File: src/rtl/cdi_pkg.sv
package cdi_pkg;
   localparam int WIN_SIZE = 32;
   localparam int OFF_W    = $clog2(WIN_SIZE);

   localparam logic [1:0] PRV_U = 2'd0;
   localparam logic [1:0] PRV_S = 2'd1;
   localparam logic [1:0] PRV_M = 2'd3;

   typedef enum logic [2:0] {
      AL_RSV0   = 3'd0,
      AL_VAL    = 3'd1,
      AL_CFG    = 3'd2,
      AL_VOID3  = 3'd3,
      AL_VAL_HI = 3'd4,
      AL_CFG_HI = 3'd5,
      AL_VOID6  = 3'd6,
      AL_RSV7   = 3'd7
   } cdi_alias_e;

   typedef struct packed {
      logic             hi;
      logic             cfg;
      logic [OFF_W-1:0] num;
   } cdi_tgt_t;
endpackage

File: src/rtl/cdi_decode.sv
module cdi_decode
   import cdi_pkg::*;
#(
   parameter int          SEL_W    = 12,
   parameter int unsigned WIN_BASE = 'h40,
   parameter int          NUM_HPM  = 29,
   parameter int          XLEN     = 64
) (
   input  logic [SEL_W-1:0] sel,
   input  logic [2:0]       alias_idx,
   output logic             in_win,
   output logic [OFF_W-1:0] off,
   output cdi_tgt_t         tgt,
   output logic             present
);
   localparam logic [SEL_W-1:0] BASE_L  = SEL_W'(WIN_BASE);
   localparam logic [SEL_W-1:0] SIZE_L  = SEL_W'(WIN_SIZE);
   localparam logic [OFF_W:0]   HPM_END = (OFF_W+1)'(3 + NUM_HPM);

   logic [SEL_W-1:0] diff;
   logic             cnt_ok;
   logic             lo_alias;
   logic             hi_alias;
   logic             hi_ok;

   assign diff   = sel - BASE_L;
   assign in_win = (sel >= BASE_L) && (diff < SIZE_L);
   assign off    = diff[OFF_W-1:0];

   always_comb begin
      cnt_ok = 1'b0;
      if (off == OFF_W'(0) || off == OFF_W'(2))
         cnt_ok = 1'b1;
      else if (off >= OFF_W'(3) && {1'b0, off} < HPM_END)
         cnt_ok = 1'b1;
   end

   assign lo_alias = (alias_idx == AL_VAL)    || (alias_idx == AL_CFG);
   assign hi_alias = (alias_idx == AL_VAL_HI) || (alias_idx == AL_CFG_HI);

   generate
      if (XLEN == 32) begin : g_split
         assign hi_ok = hi_alias;
      end else begin : g_whole
         assign hi_ok = 1'b0;
      end
   endgenerate

   assign tgt.hi  = hi_alias;
   assign tgt.cfg = (alias_idx == AL_CFG) || (alias_idx == AL_CFG_HI);
   assign tgt.num = off;
   assign present = in_win && cnt_ok && (lo_alias || hi_ok);
endmodule

File: src/rtl/cdi_perm.sv
module cdi_perm
   import cdi_pkg::*;
(
   input  logic             in_win,
   input  logic             present,
   input  logic [OFF_W-1:0] off,
   input  logic             vs_alias,
   input  logic [1:0]       priv,
   input  logic             virt,
   input  logic             deleg_en,
   input  logic [WIN_SIZE-1:0] cnt_en,
   output logic             trap_ill,
   output logic             trap_virt
);
   logic vs_mode;
   logic low_priv;
   logic en_bit;

   assign vs_mode  = virt && (priv == PRV_S);
   assign low_priv = (priv != PRV_S) && (priv != PRV_M);
   assign en_bit   = cnt_en[off];

   always_comb begin
      trap_ill  = 1'b0;
      trap_virt = 1'b0;
      if (in_win) begin
         if (vs_mode) begin
            trap_virt = deleg_en;
            trap_ill  = !deleg_en;
         end else if (low_priv) begin
            trap_ill = 1'b1;
         end else if (!present || !deleg_en || !en_bit) begin
            trap_ill = 1'b1;
         end else if (vs_alias) begin
            trap_ill = 1'b1;
         end
      end
   end
endmodule

File: src/rtl/cdi_merge.sv
module cdi_merge #(
   parameter int XLEN    = 64,
   parameter int INH_POS = 62
) (
   input  logic            cfg,
   input  logic            hi,
   input  logic [XLEN-1:0] mrd,
   input  logic [XLEN-1:0] wdata,
   output logic [XLEN-1:0] wr_data,
   output logic [XLEN-1:0] rd_data
);
   localparam int          HI_SH = (INH_POS >= 32) ? INH_POS - 32 : 0;
   localparam logic [63:0] LO64  = (INH_POS < XLEN) ? (64'd1 << INH_POS) : 64'd0;
   localparam logic [63:0] HI64  = (INH_POS >= 32) ? (64'd1 << HI_SH) : 64'd0;

   logic [XLEN-1:0] inh;

   generate
      if (XLEN == 32) begin : g_split
         always_comb begin
            inh = '0;
            if (cfg) inh = hi ? HI64[XLEN-1:0] : LO64[XLEN-1:0];
         end
      end else begin : g_whole
         logic unused_hi;
         assign unused_hi = hi;
         always_comb begin
            inh = '0;
            if (cfg) inh = LO64[XLEN-1:0];
         end
      end
   endgenerate

   assign wr_data = (mrd & inh) | (wdata & ~inh);
   assign rd_data = mrd & ~inh;
endmodule

File: src/rtl/cnt_deleg_ind.sv
module cnt_deleg_ind
   import cdi_pkg::*;
#(
   parameter int          XLEN     = 64,
   parameter int          SEL_W    = 12,
   parameter int unsigned WIN_BASE = 'h40,
   parameter int          NUM_HPM  = 29,
   parameter int          INH_POS  = 62
) (
   input  logic             clk,
   input  logic             rst_n,
   input  logic             acc_valid,
   input  logic             acc_write,
   input  logic [SEL_W-1:0] sel,
   input  logic [2:0]       alias_idx,
   input  logic             vs_alias,
   input  logic [1:0]       priv,
   input  logic             virt,
   input  logic             deleg_en,
   input  logic [31:0]      cnt_en,
   input  logic [XLEN-1:0]  wdata,
   input  logic [XLEN-1:0]  mrd_data,
   output logic [6:0]       tgt_idx,
   output logic             mwr_en,
   output logic [XLEN-1:0]  mwr_data,
   output logic             rsp_valid,
   output logic [XLEN-1:0]  rsp_rdata,
   output logic             rsp_illegal,
   output logic             rsp_virtual,
   output logic             rsp_not_mine
);
   generate
      if (XLEN != 32 && XLEN != 64) begin : g_bad_xlen
         $error("cnt_deleg_ind: XLEN must be 32 or 64");
      end
      if (NUM_HPM < 0 || NUM_HPM > 29) begin : g_bad_hpm
         $error("cnt_deleg_ind: NUM_HPM must lie in 0..29");
      end
      if (SEL_W < OFF_W + 1) begin : g_bad_sel
         $error("cnt_deleg_ind: SEL_W too narrow for the window");
      end
      if (INH_POS < 0 || INH_POS > 63) begin : g_bad_inh
         $error("cnt_deleg_ind: INH_POS must lie in 0..63");
      end
   endgenerate

   localparam logic [63:0] LO_M64 = (INH_POS < XLEN) ? (64'd1 << INH_POS) : 64'd0;
   localparam logic [XLEN-1:0] LO_M = LO_M64[XLEN-1:0];

   logic             in_win;
   logic [OFF_W-1:0] off;
   cdi_tgt_t         tgt;
   logic             present;
   logic             trap_ill;
   logic             trap_virt;
   logic             ok;
   logic [XLEN-1:0]  rd_masked;

   cdi_decode #(
      .SEL_W(SEL_W), .WIN_BASE(WIN_BASE), .NUM_HPM(NUM_HPM), .XLEN(XLEN)
   ) u_decode (
      .sel(sel), .alias_idx(alias_idx), .in_win(in_win), .off(off),
      .tgt(tgt), .present(present)
   );

   cdi_perm u_perm (
      .in_win(in_win), .present(present), .off(off), .vs_alias(vs_alias),
      .priv(priv), .virt(virt), .deleg_en(deleg_en), .cnt_en(cnt_en),
      .trap_ill(trap_ill), .trap_virt(trap_virt)
   );

   cdi_merge #(.XLEN(XLEN), .INH_POS(INH_POS)) u_merge (
      .cfg(tgt.cfg), .hi(tgt.hi), .mrd(mrd_data), .wdata(wdata),
      .wr_data(mwr_data), .rd_data(rd_masked)
   );

   assign ok      = acc_valid && in_win && !trap_ill && !trap_virt;
   assign mwr_en  = ok && acc_write;
   assign tgt_idx = tgt;

   always_ff @(posedge clk or negedge rst_n) begin
      if (!rst_n) begin
         rsp_valid    <= 1'b0;
         rsp_rdata    <= '0;
         rsp_illegal  <= 1'b0;
         rsp_virtual  <= 1'b0;
         rsp_not_mine <= 1'b0;
      end else begin
         rsp_valid    <= acc_valid;
         rsp_rdata    <= ok ? rd_masked : '0;
         rsp_illegal  <= acc_valid && trap_ill;
         rsp_virtual  <= acc_valid && trap_virt;
         rsp_not_mine <= acc_valid && !in_win;
      end
   end

   a_r1_unclaimed_quiet: assert property (@(posedge clk) disable iff (!rst_n)
      rsp_not_mine |-> (!rsp_illegal && !rsp_virtual && rsp_rdata == '0));

   a_r4_inh_hidden: assert property (@(posedge clk) disable iff (!rst_n)
      (ok && tgt.cfg && !tgt.hi) |=> ((rsp_rdata & LO_M) == '0));

   a_r5_inh_kept: assert property (@(posedge clk) disable iff (!rst_n)
      (mwr_en && tgt.cfg && !tgt.hi) |-> (((mwr_data ^ mrd_data) & LO_M) == '0));

   a_r6_no_deleg_no_write: assert property (@(posedge clk) disable iff (!rst_n)
      !deleg_en |-> !mwr_en);

   a_r8_vs_split: assert property (@(posedge clk) disable iff (!rst_n)
      (acc_valid && in_win && virt && priv == PRV_S) |=>
         (rsp_valid && rsp_virtual == $past(deleg_en) && rsp_illegal == !$past(deleg_en)));

   a_r10_one_trap: assert property (@(posedge clk) disable iff (!rst_n)
      !(rsp_illegal && rsp_virtual));

   a_r11_rsp_follows: assert property (@(posedge clk) disable iff (!rst_n)
      acc_valid |=> rsp_valid);

   a_r11_rsp_idle: assert property (@(posedge clk) disable iff (!rst_n)
      !acc_valid |=> !rsp_valid);
endmodule

File: config.mk
export PLATFORM = sky130hd
export DESIGN_NAME = cnt_deleg_ind
export DESIGN_NICKNAME = d
export VERILOG_FILES = /design/src/rtl/cdi_pkg.sv /design/src/rtl/cdi_decode.sv /design/src/rtl/cdi_perm.sv /design/src/rtl/cdi_merge.sv /design/src/rtl/cnt_deleg_ind.sv
export SDC_FILE = /design/constraint.sdc
export NUM_CORES = 1
export LEC_CHECK = 0
export BUFFER_PORTS_ARGS = -buffer_cell sky130_fd_sc_hd__buf_2
export CAP_MARGIN = 10
export CORE_AREA = 2 2 127 129
export DETAILED_ROUTE_END_ITERATION = 10
export DIE_AREA = 0 0 129 131
export PLACE_DENSITY = 0.61
export REMOVE_ABC_BUFFERS = 1
export SYNTH_ARGS = -nofsm -noshare
export SYNTH_HDL_FRONTEND = slang
export SYNTH_SLANG_ARGS = --single-unit
File: constraint.sdc
create_clock -name clk -period 4.35 [get_ports clk]
set_input_delay 0.2175 -clock clk [delete_from_list [all_inputs] [get_ports clk]]
set_output_delay 0.2175 -clock clk [all_outputs]
set_load 0.01 [all_outputs]
# Yosys cells after proc, flatten, opt, wreduce, memory -nomap -nowiden
# Index checks and enable logic that the tools add are counted.
[totals]
register_bits = 68
out_inout_bits = 140
input_bits = 184
[classes]
order_cmp = 4
n_reduce_logical = 25
n_eq_ne = 8
n_addsub = 1
bitwise = 5
muxes = 13
[ops]
columns = ["cell", "count"]
rows = [
  ["64-bit bitwise AND", 2],
  ["64-bit by 63-bit bitwise AND with 64-bit output", 1],
  ["64-bit 2-to-1 mux", 1],
  ["63-bit NOT with 64-bit output", 1],
  ["64-bit bitwise OR", 1],
  ["63-bit 2-to-1 mux", 1],
  ["12-bit by 7-bit greater-or-equal comparator with 1-bit output (second input constant)", 1],
  ["1-bit logical AND", 12],
  ["12-bit by 6-bit less-than comparator with 1-bit output (second input constant)", 1],
  ["12-bit by 7-bit subtractor with 12-bit output (second input constant)", 1],
  ["1-bit 2-to-1 mux", 10],
  ["3-bit == test (second input constant)", 2],
  ["1-bit zero test", 6],
  ["1-bit logical OR", 6],
  ["5-bit by 6-bit less-than comparator with 1-bit output (second input constant)", 1],
  ["1-bit binary-select mux with 5-bit select", 1],
  ["5-bit by 2-bit == test with 1-bit output (second input constant)", 1],
  ["5-bit by 2-bit greater-or-equal comparator with 1-bit output (second input constant)", 1],
  ["5-bit zero test", 1],
  ["3-bit by 1-bit == test with 1-bit output (second input constant)", 1],
  ["3-bit by 2-bit == test with 1-bit output (second input constant)", 1],
  ["2-bit by 1-bit == test with 1-bit output (second input constant)", 1],
  ["2-bit by 1-bit inequality test with 1-bit output (second input constant)", 1],
  ["2-bit inequality test (second input constant)", 1],
]

# Depth between registers and ports, before layout
# Gate-level depths: netlist of run 1.
[depth]
word_depth = 17
ltp_mapped = 10

# Hierarchy
# A second synthesis of run 1 with hierarchy kept.
[unflattened]
hier_cells = 321
area_unflattened_um2 = 3732.3
[by_module_without_submodules]
columns = ["module", "cells_per_inst", "seq_area_each_um2", "area_each_um2", "n_inst"]
rows = [
  ["cnt_deleg_ind", 144, 1701.6, 2272.2, 1],
  ["cdi_merge", 128, 0.0, 969.7, 1],
  ["cdi_perm", 26, 0.0, 342.8, 1],
  ["cdi_decode", 23, 0.0, 147.6, 1],
]

# Worst setup path after synthesis of run 1
# OpenSTA, ideal clock, no wires.
[synth_timing]
path_kind = "input to output"
start = "input sel[0]"
end = "output mwr_en"
slack_ps = 2465
path_buffers = 3
arrival_time_ps = 1667
path_stages = 9
cell_sequence = "buf_6 > buf_12 > mux2_4 > o22ai_4 > a2111oi_4 > o21ai_1 > a21oi_2 > buf_6 > and3_1"
[synth_between]
elab_chain_len = 17
elab_cells_between_ends = 29
[synth_lines]
columns = ["element", "line_no", "source"]
rows = [
  ["from (decl)", "cnt_deleg_ind.sv:14", "input logic [SEL_W-1:0] sel,"],
  ["12-bit by 7-bit subtractor with 12-bit output", "cdi_decode.sv:26", "assign diff = sel - BASE_L;"],
  ["5-bit by 2-bit greater-or-equal comparator with 1-bit output (tied with other cells)", "cdi_decode.sv:34", "else if (off >= OFF_W'(3) && {1'b0, off} < HPM_END)"],
  ["1-bit 2-to-1 mux / 1-bit logical OR (equally long branches)", "cdi_decode.sv:34, cdi_decode.sv:32", ""],
  ["1-bit 2-to-1 mux", "cdi_decode.sv:32", "if (off == OFF_W'(0) || off == OFF_W'(2))"],
  ["1-bit logical AND (2 in series)", "cdi_decode.sv:52", "assign present = in_win && cnt_ok && (lo_alias || hi_ok);"],
  ["1-bit zero test", "cdi_perm.sv:32", "end else if (!present || !deleg_en || !en_bit) begin"],
  ["1-bit logical OR (2 in series)", "cdi_perm.sv:32", ""],
  ["1-bit 2-to-1 mux", "cdi_perm.sv:32", ""],
  ["1-bit 2-to-1 mux", "cdi_perm.sv:30", "end else if (low_priv) begin"],
  ["1-bit 2-to-1 mux", "cdi_perm.sv:27", "if (vs_mode) begin"],
  ["1-bit 2-to-1 mux", "cdi_perm.sv:26", "if (in_win) begin"],
  ["1-bit zero test", "cnt_deleg_ind.sv:77", "assign ok = acc_valid && in_win && !trap_ill && !trap_virt;"],
  ["1-bit logical AND", "cnt_deleg_ind.sv:77", ""],
  ["1-bit logical AND (*)", "cnt_deleg_ind.sv:77", ""],
  ["1-bit logical AND (*)", "cnt_deleg_ind.sv:78", "assign mwr_en = ok && acc_write;"],
  ["to (decl)", "cnt_deleg_ind.sv:24", "output logic mwr_en,"],
]
# Mark *: on every way between the ends. The rest lies on a longest branch, timed or not. The select of a mux whose other input is x is not followed.

# Worst setup path after layout of run 1
# Ends and elaborated chain as after synthesis.

==> results.yml, run 1 <==
finish:
  fillCellCount: 1644
  area_growth_pct: 28.6
  register_area_mm2: 0.00170
  num_antenna_cells: 0
  multi_input_area_um2: 867
  final_nets: 577
  utilization_pct: 26.6
  fin_area_mm2: 0.00415
  drive_gt1_share_pct: 57.0
logic_synthesis:
  synth_area_leaders: "dfrtp_1 53%, buf_4 16%, and3_1 13%"
  synth_area_mm2: 0.00323
  synthFlopType: "dfrtp_1"
  yosysSeqAreaShare_pct: 52.7
  yosysMostFrequentCell: "buf_4"
  ys_types: 39
  async_flop_share_pct: 100
  ys_ff_latch: 68
  synth_edf_count: 0
  synth.avg_cell_area_um2: 12.0
  synthCells: 270
  synth_top_area_share_pct: 52.7
  synth_top_area_cell: "dfrtp_1"
  synthTopCellsByCount: "70 x buf_4, 68 x dfrtp_1, 65 x and3_1"
  yosysWarnings: 0
routing:
  wl_mm: 13.6
  wl_per_cell_um: 22.1
  met2_length_mm: 5.61
  drt-initial-drc-count: 146
  avgViaCountPerCell: 4.17
  drt-pass1-iter-count: 4
  num_vias: 2562
  postRouteAntennaNets: 0
  wl_met1_mm: 4.58
  dr_wl_met3_mm: 3.10
  drc: 0
  topRoutingLayerUsed: "met5"
floorplan:
  start_util_pct: 20.7
  dieArea_mm2: 0.0169
  std_cell_rows: 46
  core_area_mm2: 0.0156
  chipWidth_um: 129
  pin_count: 324
  die_h_um: 131
sta:
  hold_viol_final: 0
  finalMaxSlewViolations: 0
  rsz0062_at_grt: "no"
  fmax_ghz: 0.395
  finalSetupTns_ns: 0
  period_needed_ns: 2.53
  setup_viol: 0
  fin_crit_sh_pct: 58.2
  maxSlewHeadroom_pct: 42.5
  fin_hold_ws_ns: 0.0103
  worst_pin_slew_ns: 0.863
setup_path:
  worstPathRequired_ns: 4.13
  worstPathCellList: "buf_2 > mux2_2 > o22ai_4 > a2111oi_4 > o21ai_1 > a21oi_4 > and3_1 > buf_2"
  worst-path-buf-inv: 2
  crit_cells: 8
  critPathTopFamily: "compound AO/OA/AOI/OAI gates"
  timing.critical_path.to: "mwr_en"
  worstPathMaxFanout: 28
  critPathCaptureType: "primary output"
  critPathKind: "input pin to primary output"
  max_stage_delay_ns: 0.61
  crit_arrival_ns: 2.31
  cpMaxStageDelayCell: "a21oi_4"
  path_common_cell: "buf_2"
  critPathLaunch: "sel[0]"
  startpoint_type: "input pin"
grt:
  antenna_found_initial: 0
  first_global_vias: 2619
  grtUsageTotal_pct: 15.6
  grt_pass1_wl_mm: 17.8
  overflow: 0
  grt_max_degree: 69
pwr:
  power_density_mw_per_mm2: 360
  ir_worst_vdd_uv: 132
  total_leakage_power_nw: 2.53
outcome:
  status: "finished clean"
place:
  place_area_mm2: 0.00385
  place.gp.congestion: 0.826
  hpwl_mm: 11.2
  place.port_buffers: 197
flow_run:
  drv_cap: 0
clock_tree:
  cts_tree: "done"
  h-tree-depth: 3
  clk_root_buffer_cell: "clkbuf_16"
  cts_resized: 0
  post_cts_buffers: 0
  cts.clk_slew.worst_paths_ns: 0.05
  cts_made_buffers: 9
  hold_buffers: 0
  cts_sinks: 68
  clk_path_buf_depth: 2
worst_hold_path:
  worstHoldPathType: "input pin to async pin"
## registers in the layout (all words and copies together) (netlist names)
signal	count
rsp_illegal	1
rsp_rdata	64
rsp_virtual	1
rsp_not_mine	1
rsp_valid	1
## where the power goes
part | total, mW | switching, mW | internal (mW)
combinational | 0.118 | 0.0563 | 0.0621
sequential | 0.634 | 0.000263 | 0.634
clock | 0.741 | 0.268 | 0.473
## kinds of logic after synthesis
logic type,count (synthesis),share of synthesized area (%)
buffers and inverters,89,21.0
AND/OR/NAND/NOR,88,16.8
flip-flops,68,52.7
AO/OA/AOI/OAI,13,3.76
multiplexers,11,5.50
XOR/XNOR,1,0.271
## metal layers
| metal | up-vias | track usage [%] |
|---|---|---|
| li1 | 1097 | - |
| met4 | 4 | 3.90 |
| met1 | 1174 | 14.5 |
| met2 | 277 | 22.4 |
| met3 | 10 | 16.7 |
| met5 | - | 8.82 |
## metrics by stage
stage | setup WS [ns] | cells | total power [mW]
global placement | 1.79 | 598 | 0.764
detailed placement | 1.67 | 598 | 0.765
global route | 1.67 | 614 | 1.56
CTS | 1.80 | 614 | 1.52
floorplan | 1.74 | 183 | 0.679
finish | 1.82 | 614 | 1.49
## worst min path at each step
stage | start | depth (start not counted) | end | slack, ns
detailed placement | acc_valid | 1 | rsp_valid | 0.36
global placement | rst_n | 1 | rsp_rdata[24] | 0.37
floorplan | rst_n | 0 | rsp_illegal | -0.08
global route | acc_valid | 1 | rsp_valid | 0.02
finish | rst_n | 1 | rsp_rdata[24] | 0.01
CTS | acc_valid | 1 | rsp_valid | 0.02
## layout by cell type, fill, tap and decap left out, types with 2 or more instances in the layout
| master | n |
|---|---|
| buf_4 | 3 |
| a21oi_1 | 3 |
| clkinv_2 | 2 |
| nand2_1 | 3 |
| dfrtp_1 | 68 |
| clkbuf_16 | 9 |
| nor3_1 | 2 |
| mux2_2 | 4 |
| and3_1 | 65 |
| nor2_1 | 2 |
| buf_2 | 196 |
| inv_1 | 2 |
| clkbuf_8 | 2 |
| mux2i_1 | 2 |
| nor2b_1 | 5 |
| mux4_1 | 2 |
| mux4_2 | 2 |
| nand2b_1 | 2 |
## area by class of cell
| class | instances | area share, % |
|---|---|---|
| Tap cell | 216 | 6.51 |
| Clock inverter | 4 | 1.14 |
| Multi-Input combinational cell | 113 | 20.9 |
| Clock buffer | 12 | 6.17 |
| Timing Repair Buffer | 199 | 24.2 |
| Sequential cell | 68 | 41.0 |
| Inverter | 2 | 0.181 |
Note: power is estimated with default switching activity, not from simulation.
==> run 2: changes to the inputs <==
PLACE_DENSITY = 0.63   (was 0.61)
clock period = 2.1 ns   (was 4.35 ns; I/O delays follow)
==> run 2 against run 1 <==
  * Combinational power increased to 2.6 times the previous value
  * Critical endpoint unchanged
  * Sequential power rose by 110%
  * Largest cell class unchanged
  * Critical path type unchanged
  * Setup slack lost 1.7 ns
  * Die area unchanged
==> results.yml, run 2 (synthesis results as in run 1) <==
outcome:
  status: "finished clean"
sta:
  setup_viol: 0
  fin_crit_sh_pct: 94.0
  finalMaxSlewViolations: 0
  maxSlewHeadroom_pct: 63.4
  period_needed_ns: 1.97
  hold_viol_final: 0
  fin_hold_ws_ns: 0.0147
  fmax_ghz: 0.507
  worst_pin_slew_ns: 0.542
  setup_slack_ns: 0.126
floorplan:
  chipWidth_um: 129
  die_h_um: 131
  core_area_mm2: 0.0156
  std_cell_rows: 46
  dieArea_mm2: 0.0169
  start_util_pct: 20.7
  pin_count: 324
pwr:
  total_leakage_power_nw: 2.76
  power_density_mw_per_mm2: 776
  pwr-share-seq_pct: 36.3
  clock_power_share_pct: 55.2
  swShare_pct: 19.2
  internal-power_mw: 2.92
  total_power_mw: 3.62
  combPwrFrac_pct: 8.4
  net-switching-power_mw: 0.693
  ir_worst_vdd_uv: 384
finish:
  final_common_cell: "buf_2"
  num_antenna_cells: 0
  area_growth_pct: 44.2
  mostFrequentLayoutCells: "195 x buf_2, 68 x dfrtp_1, 65 x and3_1, 29 x dlygate4sd3_1, 11 x buf_4"
  drive_gt1_share_pct: 54.9
  largest-register: "rsp_rdata"
  largest_register_ffs: 64
  final_nets: 616
  fillCellCount: 1610
routing:
  wl_per_cell_um: 21.5
  drt-initial-drc-count: 122
  postRouteAntennaNets: 0
  num_vias: 2708
  drt-pass1-iter-count: 6
  wl_mm: 14.1
  avgViaCountPerCell: 4.15
  drc: 0
clock_tree:
  cts_tree: "done"
  cts.clk_slew.worst_paths_ns: 0.06
  h-tree-depth: 3
  cts_made_buffers: 9
  cts_sinks: 68
  clk_path_buf_depth: 2
  clk_root_buffer_cell: "clkbuf_16"
worst_hold_path:
  hold_path_depth: 2
  worstHoldPathType: "input pin to flip-flop"
grt:
  grt_pass1_wl_mm: 18.4
  overflow: 0
  antenna_found_initial: 0
  first_global_vias: 2753
  grtUsageTotal_pct: 15.9
  grt_max_degree: 48
place:
  place.port_buffers: 197
  post-place-ws_ns: 0.0544
  place.gp.congestion: 0.781
  hpwl_mm: 11.3
flow_run:
  drv_cap: 0
setup_path:
  worstPathRequired_ns: 2.00
  critPathKind: "input pin to primary output"
  worstPathMaxFanout: 24
  crit_arrival_ns: 1.87
  critPathCaptureType: "primary output"
  startpoint_type: "input pin"
[run 2: critical path, stage by stage]
cell	delay [ns]
clkbuf_4	0.20
mux4_1	0.57
mux2_2	0.29
a21oi_2	0.18
a21oi_4	0.06
buf_12	0.16
and3_1	0.16
buf_2	0.13
[run 2: metrics by stage]
stage	std cells	TNS [ns]	util (%)	cell area, um^2
2_1_floorplan	183	-11.83	-	2560
3_3_place_gp	605	0	25.1	3920
3_5_place_dp	605	0	25.1	3920
4_1_cts	650	0	29.5	4600
5_1_grt	653	-0.00691	29.9	4660
6_report	653	0	29.9	4660
[run 2: layout make-up]
cell class	instances	area, um^2	area share [%]
clock buffers	10	239	5.13
flip-flops and latches	68	1700	36.5
multi-input cells	113	881	18.9
inverters	2	7.51	0.161
well taps	216	270	5.80
clock inverters	6	159	3.41
repair buffers	238	1400	30.1
[run 2: path summary, 6_finish.rpt]
check	from	slack (ns)	to
min	mrd_data[55]	0.01	rsp_rdata[55]
max	sel[0]	0.13	mwr_en
min in group asynchronous	rst_n	0.27	rsp_rdata[33]
max in group asynchronous	rst_n	1.28	rsp_rdata[39]
[run 2: per-layer routing]
| metal | track usage, % | part of all wire [%] |
|---|---|---|
| met5 | 6.47 | 1.0 |
| met4 | 4.48 | 1.3 |
| met3 | 18.4 | 25 |
| met2 | 23.2 | 42 |
| met1 | 13.6 | 31 |
[run 2: power groups by stage]
stage	clock network [mW]	logic, mW	registers (mW)
CTS	2.04	0.301	1.31
detailed placement	0	0.257	1.34
finish	2.00	0.305	1.31
floorplan	0	0.0680	1.34
global placement	0	0.250	1.34
global route	2.12	0.334	1.31
[run 2: timing repair]
item	4_1_cts	5_1_grt
hold buffers	29	0
hold endpoints to repair	60	0
setup endpoints to repair	0	1
resized for setup	0	4
setup buffers	0	2
